### config.mk
export PLATFORM = sky130hd
export DESIGN_NAME = va_xlate_check
export DESIGN_NICKNAME = d
export VERILOG_FILES = /design/src/rtl/xc_pkg.sv /design/src/rtl/xc_mode_dec.sv /design/src/rtl/xc_seg_check.sv /design/src/rtl/xc_page_compose.sv /design/src/rtl/va_xlate_check.sv
export SDC_FILE = /design/constraint.sdc
export NUM_CORES = 1
export LEC_CHECK = 0
export BUFFER_PORTS_ARGS = -buffer_cell sky130_fd_sc_hd__buf_2
export CAP_MARGIN = 20
export CORE_MARGIN = 3
export CORE_UTILIZATION = 30
export DETAILED_ROUTE_END_ITERATION = 10
export PLACE_DENSITY = 0.58
export SYNTH_ARGS = -nofsm -noshare
export SYNTH_HDL_FRONTEND = slang
export SYNTH_SLANG_ARGS = --single-unit
### constraint.sdc
create_clock -name clk -period 1.1 [get_ports clk]
set_input_delay 0.055 -clock clk [delete_from_list [all_inputs] [get_ports clk]]
set_output_delay 0.055 -clock clk [all_outputs]
set_load 0.02 [all_outputs]
### src/rtl/xc_pkg.sv
package xc_pkg;
  localparam int VA_W      = 32;
  localparam int PFN_W     = 24;
  localparam int ASID_W    = 8;
  localparam int SHIFT_W   = 5;
  localparam int PG_LSB    = 11;
  localparam int VPN_W     = VA_W - PG_LSB;
  localparam int VPN2_W    = VPN_W - 2;
  localparam int MIN_SHIFT = 12;

  typedef enum logic [1:0] {
    MODE_KERN = 2'd0,
    MODE_SUPV = 2'd1,
    MODE_USER = 2'd2,
    MODE_BAD  = 2'd3
  } mode_e;

  localparam logic [1:0] KIND_FETCH = 2'd0;
  localparam logic [1:0] KIND_STORE = 2'd2;

  localparam logic [2:0] FLT_NONE    = 3'd0;
  localparam logic [2:0] FLT_ADDR    = 3'd1;
  localparam logic [2:0] FLT_ALIGN   = 3'd2;
  localparam logic [2:0] FLT_IREFILL = 3'd3;
  localparam logic [2:0] FLT_IINVAL  = 3'd4;
  localparam logic [2:0] FLT_DREFILL = 3'd5;
  localparam logic [2:0] FLT_DINVAL  = 3'd6;
  localparam logic [2:0] FLT_MOD     = 3'd7;

  localparam logic [VA_W-1:0] UNC_PATTERN = 32'hA000_0000;
endpackage

### src/rtl/xc_mode_dec.sv
module xc_mode_dec
  import xc_pkg::*;
(
  input  logic [31:0] status,
  output mode_e       mode,
  output logic        is_kernel
);
  always_comb begin
    if (status[28] || status[2] || status[1] || (status[4:3] == 2'b00)) begin
      mode = MODE_KERN;
    end else begin
      case (status[4:3])
        2'b01:   mode = MODE_SUPV;
        2'b10:   mode = MODE_USER;
        default: mode = MODE_BAD;
      endcase
    end
    is_kernel = (mode == MODE_KERN);
  end
endmodule

### src/rtl/xc_seg_check.sv
module xc_seg_check
  import xc_pkg::*;
(
  input  logic [VA_W-1:0] vaddr,
  input  logic [1:0]      size_log2,
  input  logic            is_kernel,
  output logic            in_kcached,
  output logic            in_kuncached,
  output logic            misaligned,
  output logic            kcached_err,
  output logic [VA_W-1:0] direct_pa
);
  always_comb begin
    in_kcached   = (vaddr[VA_W-1:VA_W-3] == 3'b100);
    in_kuncached = (vaddr[VA_W-1:VA_W-3] == 3'b101);
    case (size_log2)
      2'd0:    misaligned = 1'b0;
      2'd1:    misaligned = vaddr[0];
      2'd2:    misaligned = |vaddr[1:0];
      default: misaligned = |vaddr[2:0];
    endcase
    kcached_err = in_kcached && (!is_kernel || misaligned);
    direct_pa   = {3'b000, vaddr[VA_W-4:0]};
  end
endmodule

### src/rtl/xc_page_compose.sv
module xc_page_compose
  import xc_pkg::*;
(
  input  logic [VA_W-1:0]    vaddr,
  input  logic               small_pg,
  input  logic [SHIFT_W-1:0] shift,
  input  logic [VA_W-1:0]    offmask,
  input  logic [PFN_W-1:0]   pfn0,
  input  logic [PFN_W-1:0]   pfn1,
  input  logic               v0,
  input  logic               v1,
  input  logic               d0,
  input  logic               d1,
  output logic [VPN_W-1:0]   vpn,
  output logic               half_valid,
  output logic               half_dirty,
  output logic [VA_W-1:0]    mapped_pa
);
  logic               odd;
  logic [PFN_W-1:0]   pfn_sel;
  logic [VA_W-1:0]    pfn_ext;
  logic [SHIFT_W-1:0] rsh;

  always_comb begin
    vpn = vaddr[VA_W-1:PG_LSB];
    if (!small_pg) vpn[1:0] = 2'b00;
    odd        = vaddr[shift];
    pfn_sel    = odd ? pfn1 : pfn0;
    half_valid = odd ? v1 : v0;
    half_dirty = odd ? d1 : d0;
    rsh        = shift - SHIFT_W'(MIN_SHIFT);
    pfn_ext    = {{(VA_W-PFN_W){1'b0}}, pfn_sel};
    mapped_pa  = ((pfn_ext >> rsh) << shift) | (vaddr & offmask);
  end
endmodule

### src/rtl/va_xlate_check.sv
module va_xlate_check
  import xc_pkg::*;
(
  input  logic                 clk,
  input  logic                 rst_n,
  input  logic                 req_valid,
  input  logic [31:0]          req_vaddr,
  input  logic [1:0]           req_kind,
  input  logic [1:0]           req_size,
  input  logic [7:0]           req_asid,
  input  logic [31:0]          req_status,
  input  logic                 small_pg,
  output logic [20:0]          lk_vpn,
  output logic [7:0]           lk_asid,
  input  logic                 lk_hit,
  input  logic [4:0]           lk_shift,
  input  logic [31:0]          lk_offmask,
  input  logic [23:0]          lk_pfn0,
  input  logic [23:0]          lk_pfn1,
  input  logic                 lk_v0,
  input  logic                 lk_v1,
  input  logic                 lk_d0,
  input  logic                 lk_d1,
  output logic                 rsp_valid,
  output logic [31:0]          rsp_paddr,
  output logic [2:0]           rsp_fault,
  output logic                 rsp_uncached,
  output logic [31:0]          rsp_badvaddr,
  output logic [7:0]           rsp_asid,
  output logic [18:0]          rsp_vpn2,
  output logic [1:0]           rsp_vpn2x,
  output logic [18:0]          rsp_ctx_vpn2
);
  mode_e           mode;
  logic            is_kernel;
  logic            in_k0, in_k1, misaligned, k0_err;
  logic [VA_W-1:0] direct_pa, mapped_pa;
  logic [VPN_W-1:0] vpn;
  logic            half_valid, half_dirty;

  xc_mode_dec u_mode (
    .status    (req_status),
    .mode      (mode),
    .is_kernel (is_kernel)
  );

  xc_seg_check u_seg (
    .vaddr        (req_vaddr),
    .size_log2    (req_size),
    .is_kernel    (is_kernel),
    .in_kcached   (in_k0),
    .in_kuncached (in_k1),
    .misaligned   (misaligned),
    .kcached_err  (k0_err),
    .direct_pa    (direct_pa)
  );

  xc_page_compose u_page (
    .vaddr      (req_vaddr),
    .small_pg   (small_pg),
    .shift      (lk_shift),
    .offmask    (lk_offmask),
    .pfn0       (lk_pfn0),
    .pfn1       (lk_pfn1),
    .v0         (lk_v0),
    .v1         (lk_v1),
    .d0         (lk_d0),
    .d1         (lk_d1),
    .vpn        (vpn),
    .half_valid (half_valid),
    .half_dirty (half_dirty),
    .mapped_pa  (mapped_pa)
  );

  assign lk_vpn  = vpn;
  assign lk_asid = req_asid;

  logic              is_fetch;
  logic              tlb_flt;
  logic [2:0]        n_fault;
  logic [VA_W-1:0]   n_paddr, n_bad;
  logic              n_unc;

  always_comb begin
    is_fetch = (req_kind == KIND_FETCH);
    tlb_flt  = 1'b0;
    n_fault  = FLT_NONE;
    n_paddr  = '0;
    n_bad    = '0;
    n_unc    = 1'b0;
    if (in_k0) begin
      if (k0_err) n_fault = FLT_ADDR;
      else        n_paddr = direct_pa;
    end else if (in_k1) begin
      n_paddr = direct_pa;
    end else if (misaligned) begin
      n_fault = FLT_ALIGN;
    end else if (!lk_hit) begin
      tlb_flt = 1'b1;
      n_fault = is_fetch ? FLT_IREFILL : FLT_DREFILL;
    end else if (!half_valid) begin
      tlb_flt = 1'b1;
      n_fault = is_fetch ? FLT_IINVAL : FLT_DINVAL;
    end else if ((req_kind == KIND_STORE) && !half_dirty) begin
      tlb_flt = 1'b1;
      n_fault = FLT_MOD;
    end else begin
      n_paddr = mapped_pa;
    end
    if (n_fault != FLT_NONE) n_bad = req_vaddr;
    else n_unc = ((req_vaddr & UNC_PATTERN) == UNC_PATTERN);
  end

  always_ff @(posedge clk or negedge rst_n) begin
    if (!rst_n) begin
      rsp_valid <= 1'b0;
    end else begin
      rsp_valid <= req_valid;
    end
  end

  always_ff @(posedge clk or negedge rst_n) begin
    if (!rst_n) begin
      rsp_paddr    <= '0;
      rsp_fault    <= FLT_NONE;
      rsp_uncached <= 1'b0;
      rsp_badvaddr <= '0;
      rsp_asid     <= '0;
      rsp_vpn2     <= '0;
      rsp_vpn2x    <= '0;
      rsp_ctx_vpn2 <= '0;
    end else if (req_valid) begin
      rsp_paddr    <= n_paddr;
      rsp_fault    <= n_fault;
      rsp_uncached <= n_unc;
      rsp_badvaddr <= n_bad;
      rsp_asid     <= tlb_flt ? req_asid : '0;
      rsp_vpn2     <= tlb_flt ? vpn[VPN_W-1:2] : '0;
      rsp_vpn2x    <= tlb_flt ? vpn[1:0] : '0;
      rsp_ctx_vpn2 <= tlb_flt ? vpn[VPN_W-1:2] : '0;
    end
  end
endmodule

Word-level counts from Yosys, hierarchy flattened

Cells that the tools add are included.

Register bits: 98
Input bits: 170
Word-level logic and storage cells: 73

$add $sub $neg: 1
$lt $le $gt $ge: 1
Equality and inequality tests: 8
Shifts and indexed selects: 2
Multiplexer cells: 36
Bitwise gates (word level): 2
Reduce and logical (&&, ||, !) cells: 15

Operator list:

| cell                                                | count |
|---|---|
| two-way mux 32 bit                                  | 7 |
| bitwise AND 32 bit                                  | 1 |
| bitwise OR 32 bit                                   | 1 |
| << shifter 32 x 5 -> 32 bit                         | 1 |
| right shift 24 x 5 -> 32 bit                        | 1 |
| two-way mux 29 bit                                  | 1 |
| two-way mux 24 bit                                  | 1 |
| two-way mux 3 bit                                   | 7 |
| two-way mux 19 bit                                  | 1 |
| two-way mux 1 bit                                   | 11 |
| equality test 2 bit, second input constant          | 4 |
| zero test 2 bit                                     | 4 |
| two-way mux 2 bit                                   | 4 |
| two-way mux 8 bit                                   | 1 |
| equality test 3 bit, second input constant          | 2 |
| < comparator 5 x 6 -> 1 bit, second input constant  | 1 |
| binary-select mux 1 bit (select 5 bit)              | 1 |
| subtractor 5 x 4 -> 5 bit, second input constant    | 1 |
| equality test 2 x 1 -> 1 bit, second input constant | 2 |
| logical OR 1 bit                                    | 4 |
| one-hot mux 2 bit (2 select lines)                  | 1 |
| one-hot mux 1 bit (3 select lines)                  | 1 |
| nonzero test 3 bit                                  | 1 |
| OR reduction 3 bit                                  | 1 |
| other kinds (3)                                     | 5 |

Depth between registers and ports, before layout

Depth after elaboration: 13
Mapped depth: 16
Gate-level depth less buffers: 12

Cells and area by module

From an unflattened synthesis, not the netlist that was laid out.

Cell total of the unflattened synthesis: 1,043
Area, all modules: 9,131.3 µm²

By module, submodules not included:

| module          | times used | cells an instance | area an instance (µm²) | sequential area each (µm²) |
|---|---|---|---|---|
| xc_page_compose | 1          | 630               | 4,616.9                | 0.0 |
| va_xlate_check  | 1          | 368               | 4,182.8                | 2,452.4 |
| xc_seg_check    | 1          | 41                | 304.0                  | 0.0 |
| xc_mode_dec     | 1          | 4                 | 27.5                   | 0.0 |

Worst setup path after synthesis

No wires, ideal clock.

Path type: input to register
From: in lk_shift[0]
To: reg rsp_paddr[19]
Library setup time: 0.094 ns
Arrival: 3.102 ns
Data required time: 1.006 ns
Slack: -2.095 ns
Stages: 11
Path buffers: 1
Cells stage by stage: buf_6 -> mux4_2 -> and2_4 -> a311o_4 -> nand2_4 -> mux2_2 -> a221oi_2 -> o32ai_2 -> mux2_2 -> o311a_1 -> a221oi_2

Cells in the longest elaborated chain, start to end: 12

RTL lines:

| item                                    | line                  | RTL |
|---|---|---|
| from (decl)                             | va_xlate_check.sv:16  | `input logic [4:0] lk_shift,` |
| binary-select mux 1 bit (select 5 bit)  | xc_page_compose.sv:27 | `odd = vaddr[shift];` |
| two-way mux 1 bit (not written as such) | xc_page_compose.sv:27 |  |
| two-way mux 24 bit                      | xc_page_compose.sv:28 | `pfn_sel = odd ? pfn1 : pfn0;` |
| right shift 24 x 5 -> 32 bit            | xc_page_compose.sv:33 | `mapped_pa = ((pfn_ext >> rsh) << shift) \| (vaddr & offmask);` |
| << shifter 32 x 5 -> 32 bit             | xc_page_compose.sv:33 |  |
| bitwise OR 32 bit                       | xc_page_compose.sv:33 |  |
| two-way mux 32 bit                      | va_xlate_check.sv:104 | `end else if ((req_kind == KIND_STORE) && !half_dirty) begin` |
| two-way mux 32 bit (*)                  | va_xlate_check.sv:101 | `end else if (!half_valid) begin` |
| two-way mux 32 bit (*)                  | va_xlate_check.sv:98  | `end else if (!lk_hit) begin` |
| two-way mux 32 bit (*)                  | va_xlate_check.sv:96  | `end else if (misaligned) begin` |
| two-way mux 32 bit (*)                  | va_xlate_check.sv:94  | `end else if (in_k1) begin` |
| two-way mux 32 bit (*)                  | va_xlate_check.sv:91  | `if (in_k0) begin` |
| to (signal assigned)                    | va_xlate_check.sv:133 | `rsp_paddr <= n_paddr;` |
| to (decl)                               | va_xlate_check.sv:25  | `output logic [31:0] rsp_paddr,` |

Every way passes the cells marked *; elsewhere a longest branch is shown, timed or not. The select of a mux whose other input is x is not followed.
A chain may end at the register's enable or synchronous reset.

Final worst setup path

From: in req_vaddr[16]
To: reg rsp_paddr[26]

Cells in the longest elaborated chain, start to end: 12

RTL lines:

| item                                        | line                  | RTL |
|---|---|---|
| from (decl)                                 | va_xlate_check.sv:7   | `input logic [31:0] req_vaddr,` |
| binary-select mux 1 bit (select 5 bit) (*)  | xc_page_compose.sv:27 |  |
| two-way mux 1 bit (not written as such) (*) | xc_page_compose.sv:27 |  |
| two-way mux 24 bit                          | xc_page_compose.sv:28 |  |
| right shift 24 x 5 -> 32 bit                | xc_page_compose.sv:33 |  |
| << shifter 32 x 5 -> 32 bit                 | xc_page_compose.sv:33 |  |
| bitwise OR 32 bit                           | xc_page_compose.sv:33 |  |
| two-way mux 32 bit                          | va_xlate_check.sv:104 |  |
| two-way mux 32 bit (*)                      | va_xlate_check.sv:101 |  |
| two-way mux 32 bit (*)                      | va_xlate_check.sv:98  |  |
| two-way mux 32 bit (*)                      | va_xlate_check.sv:96  |  |
| two-way mux 32 bit (*)                      | va_xlate_check.sv:94  |  |
| two-way mux 32 bit (*)                      | va_xlate_check.sv:91  |  |

Marked as above.

==> out/metrics.json <==
{
  "finalHoldViolCount": {"value": 0},
  "rows": {"value": 63},
  "globalplace.congestion": {"value": 1.01},
  "register_area_share_after_synthesis": {"value": 0.264},
  "crit_arrival": {"value": 3530, "unit": "ps"},
  "io_buffer_count": {"value": 288},
  "grt_start_max_net_pins": {"value": 55},
  "initial_utilization": {"value": 0.309},
  "hpwl": {"value": 44100, "unit": "µm"},
  "data_required_time_at_the_worst_endpoint": {"value": 1400, "unit": "ps"},
  "via_count_of_the_first_global_routing_pass": {"value": 11700},
  "cpPeakStageDelay": {"value": 470, "unit": "ps"},
  "post_synth_inst_count": {"value": 1150},
  "cp_max_fo": {"value": 6},
  "status": {"value": "finished, violations left"},
  "setup.worst_path.class": {"value": "in -> reg"},
  "worst_hold_path_type": {"value": "in -> async"},
  "finish.cell_count_without_fillers": {"value": 2105},
  "worst_setup_hold_path_clk_slew": {"value": 90, "unit": "ps"},
  "numCtsBuffers": {"value": 9},
  "clk_latency": {"value": 350, "unit": "ps"},
  "tightestPinTransition": {"value": 529, "unit": "ps"},
  "finish.net_count": {"value": 1880},
  "floorplan_core_area": {"value": 0.0301, "unit": "mm²"},
  "end_kind": {"value": "flop"},
  "route.final.wire_length": {"value": 53300, "unit": "µm"},
  "clock_tree.buffer_depth": {"value": 2},
  "post_drt_wl_per_cell": {"value": 25.3, "unit": "µm"},
  "globalRouteTotalUtil": {"value": 0.306},
  "net_count_synth": {"value": 1321},
  "overall_power_of_the_completed_layout": {"value": 15.8, "unit": "mW"},
  "synth_cell_types": {"value": 90},
  "die-height": {"value": 182, "unit": "µm"},
  "layout_worst_path_cycle_share": {"value": 2.94},
  "post_synth_instance_area": {"value": 0.00931, "unit": "mm²"},
  "clock_tree.root_cell": {"value": "sky130_fd_sc_hd__clkbuf_16"},
  "antenna_found_initial": {"value": 1},
  "total_leakage_power": {"value": 7.07, "unit": "nW"},
  "vias": {"value": 12200},
  "grt_overflow_total": {"value": 0},
  "final_cell_mix": {"value": "sky130_fd_sc_hd__buf_4 (361), sky130_fd_sc_hd__buf_2 (284), sky130_fd_sc_hd__nand2_1 (122)"},
  "postRouteAntennaNets": {"value": 0},
  "fillers": {"value": 2954},
  "cellPowerDensity": {"value": 1080, "unit": "mW/mm²"},
  "regArea": {"value": 0.00245, "unit": "mm²"},
  "cp_top_family": {"value": "compound AO/OA/AOI/OAI gates"},
  "drt_iter0_markers": {"value": 1272},
  "area.growth.synth_to_final": {"value": 57.1, "unit": "%"},
  "boundaryPins": {"value": 316},
  "setup.worst_path.start_class": {"value": "primary input"},
  "synthesis.yosys.warnings": {"value": 0},
  "clock-sinks": {"value": 98},
  "routed_via_density": {"value": 5.81},
  "finClkSkew": {"value": 0, "unit": "ps"},
  "cp_slowest_cell": {"value": "sky130_fd_sc_hd__mux4_2"},
  "top_flip_flop_cell_by_instance_count_after_synthesis": {"value": "sky130_fd_sc_hd__dfrtp_1"},
  "dieWidth": {"value": 182, "unit": "µm"},
  "ir_worst_vdd": {"value": 0.723, "unit": "mV"},
  "tritoncts": {"value": "built"},
  "drive_gt1_frac": {"value": 0.484},
  "cap_viol_max_count": {"value": 0},
  "worst_r2r_path_depth": {"value": 2},
  "cp-startpoint": {"value": "req_vaddr[16]"},
  "violations": {"value": "setup timing"},
  "fp.dieArea": {"value": 0.0332, "unit": "mm²"},
  "critical_path.reg2reg.startpoint": {"value": "rsp_paddr[16]$_DFFE_PN0P_"},
  "worstPathCellList": {"value": "buf_2 -> mux4_2 -> and2_4 -> a311o_4 -> buf_12 -> nand2_8 -> mux2_4 -> buf_6 -> a221oi_4 -> a32oi_2 -> o2bb2ai_2 -> mux2i_2 -> o211ai_1 -> a31o_1"},
  "cts.htree.levels": {"value": 3},
  "post-route-drc-count": {"value": 0},
  "setup_slack": {"value": -2140, "unit": "ps"},
  "fin_crit": {"value": 3240, "unit": "ps"},
  "synth.avg_cell_area": {"value": 8.09, "unit": "µm²"},
  "async_reset_ff_frac": {"value": 1.00},
  "slew_violations": {"value": 0},
  "timing.rr.end": {"value": "rsp_paddr[16]$_DFFE_PN0P_"},
  "placed_cells_incl_taps": {"value": 2066},
  "slew_headroom": {"value": 0.646},
  "rsz0062_at_grt": {"value": "true"},
  "timing.fmax": {"value": 309, "unit": "MHz"},
  "number_of_enable_flip_flop_cells_after_synthesis": {"value": 0},
  "timing.final.setup_violations": {"value": 97},
  "final_common_cell": {"value": "sky130_fd_sc_hd__buf_4"},
  "critPathBufInv": {"value": 3},
  "footprint_of_the_multi_input_gates": {"value": 0.00652, "unit": "mm²"},
  "drtPass1Iterations": {"value": 8},
  "regToRegSetupSlack": {"value": 20, "unit": "ps"},
  "grt_pass1_wl": {"value": 76900, "unit": "µm"},
  "synth-seq-cells": {"value": 98}
}
-- stage by stage --
| stage | TNS, ps | area (µm²) | util | setup WS (ps) | hold slack [ps] |
|---|---|---|---|---|---|
| floorplan | -139720 | 9380 | - | -1980 | -241 |
| global placement | -193150 | 13600 | 0.452 | -2770 | -133 |
| detailed placement | -197710 | 13600 | 0.452 | -2810 | -133 |
| CTS | -144670 | 14500 | 0.481 | -2070 | 11.9 |
| global route | -156410 | 14600 | 0.486 | -2180 | 38.8 |
| finish | -143760 | 14600 | 0.486 | -2140 | 25.1 |
-- how the worst max path moves through the flow --
stage | to | slack [ps] | cells after the start
after floorplan | rsp_paddr[15]$_DFFE_PN0P_ | -1980 | 13
after global placement | rsp_paddr[26]$_DFFE_PN0P_ | -2770 | 16
after detailed placement | rsp_paddr[26]$_DFFE_PN0P_ | -2810 | 16
after CTS | rsp_paddr[28]$_DFFE_PN0P_ | -2070 | 15
after global routing | rsp_paddr[28]$_DFFE_PN0P_ | -2180 | 15
final | rsp_paddr[26]$_DFFE_PN0P_ | -2140 | 14
-- registers in the layout, indices dropped and copies added (netlist names) --
name          cells
rsp_asid          8
rsp_fault         3
rsp_valid         1
rsp_paddr        32
rsp_vpn2x         2
rsp_uncached      1
rsp_ctx_vpn2     19
rsp_badvaddr     32
-- layout make-up --
type | count | area share
multi-input cells | 899 | 0.446
flip-flops and latches | 98 | 0.168
clock inverters | 7 | 0.00556
well taps | 390 | 0.0334
inverters | 11 | 0.00282
diodes | 1 | 0.000171
clock buffers | 9 | 0.0154
repair buffers | 690 | 0.329
-- what timing repair did --
item,4_1_cts,5_1_grt
setup buffers,8,5
pin swaps,26,9
hold endpoints to repair,107,0
endpoints found under the setup margin,98,99
resized for setup,83,24
gates cloned,1,0
hold buffers,10,0
-- worst register-to-register path, stage by stage (launching register included) --
cell                       delay, ps
sky130_fd_sc_hd__dfrtp_1         430
sky130_fd_sc_hd__a221oi_2        370
sky130_fd_sc_hd__o311ai_4        140
-- cells by family after synthesis --
family                     synth area share
and+or+nand+nor                       0.187
xor gates and xnor gates            0.00188
muxes                                 0.135
adders and majority gates           0.00134
DFF                                   0.264
buffers and inverters                0.0883
AOI/OAI and AO/OA                     0.322
-- cell usage after synthesis (4+ instances only) --
master / n / area [µm²]
sky130_fd_sc_hd__a31oi_1: 20 / 125
sky130_fd_sc_hd__o22ai_1: 22 / 138
sky130_fd_sc_hd__clkbuf_1: 62 / 233
sky130_fd_sc_hd__buf_2: 17 / 85.1
sky130_fd_sc_hd__o311ai_0: 4 / 35.0
sky130_fd_sc_hd__nand3_1: 42 / 210
sky130_fd_sc_hd__a221o_1: 6 / 60.1
sky130_fd_sc_hd__a22oi_1: 14 / 105
sky130_fd_sc_hd__o211ai_1: 14 / 105
sky130_fd_sc_hd__o2bb2ai_1: 11 / 96.3
sky130_fd_sc_hd__o32ai_1: 4 / 35.0
sky130_fd_sc_hd__dfrtp_1: 98 / 2450
sky130_fd_sc_hd__a32oi_1: 6 / 52.6
sky130_fd_sc_hd__nor2_1: 105 / 394
sky130_fd_sc_hd__a221oi_2: 4 / 60.1
sky130_fd_sc_hd__buf_1: 9 / 33.8
sky130_fd_sc_hd__mux4_2: 8 / 180
sky130_fd_sc_hd__nand4_1: 13 / 81.3
sky130_fd_sc_hd__or3_1: 6 / 37.5
sky130_fd_sc_hd__nand2b_1: 15 / 93.8
sky130_fd_sc_hd__o221ai_1: 9 / 78.8
sky130_fd_sc_hd__inv_1: 7 / 26.3
sky130_fd_sc_hd__nor2b_1: 10 / 62.6
sky130_fd_sc_hd__and2_1: 12 / 75.1
sky130_fd_sc_hd__mux2i_1: 55 / 551
sky130_fd_sc_hd__mux2_2: 41 / 462
sky130_fd_sc_hd__clkinv_1: 4 / 15.0
sky130_fd_sc_hd__a211oi_1: 14 / 105
sky130_fd_sc_hd__a221oi_1: 10 / 87.6
sky130_fd_sc_hd__nor3_1: 24 / 120
sky130_fd_sc_hd__nand2_1: 123 / 462
sky130_fd_sc_hd__a21oi_1: 88 / 440
sky130_fd_sc_hd__o21ai_0: 55 / 275
sky130_fd_sc_hd__a22o_1: 70 / 613
sky130_fd_sc_hd__buf_4: 50 / 375
sky130_fd_sc_hd__o21a_1: 4 / 30.0
sky130_fd_sc_hd__and3_1: 9 / 56.3
sky130_fd_sc_hd__o2111ai_1: 5 / 43.8
-- power by group --
part / internal [mW] / total, mW / switching [mW] / leakage [nW]
clock network: 1.63 / 3.29 / 1.66 / 0.150
logic: 3.72 / 8.41 / 4.68 / 5.65
registers: 3.93 / 4.15 / 0.222 / 1.27
total: 9.28 / 15.8 / 6.57 / 7.07
-- routing by layer --
metal  part of all wire  vias up  track usage
met2               0.45      687        0.478
li1                   -     5483            -
met3               0.11      100       0.0851
met5            0.00051        -            0
met1               0.42     5955        0.416
met4              0.031        2       0.0847
Note: power is estimated with default switching activity, not from simulation.
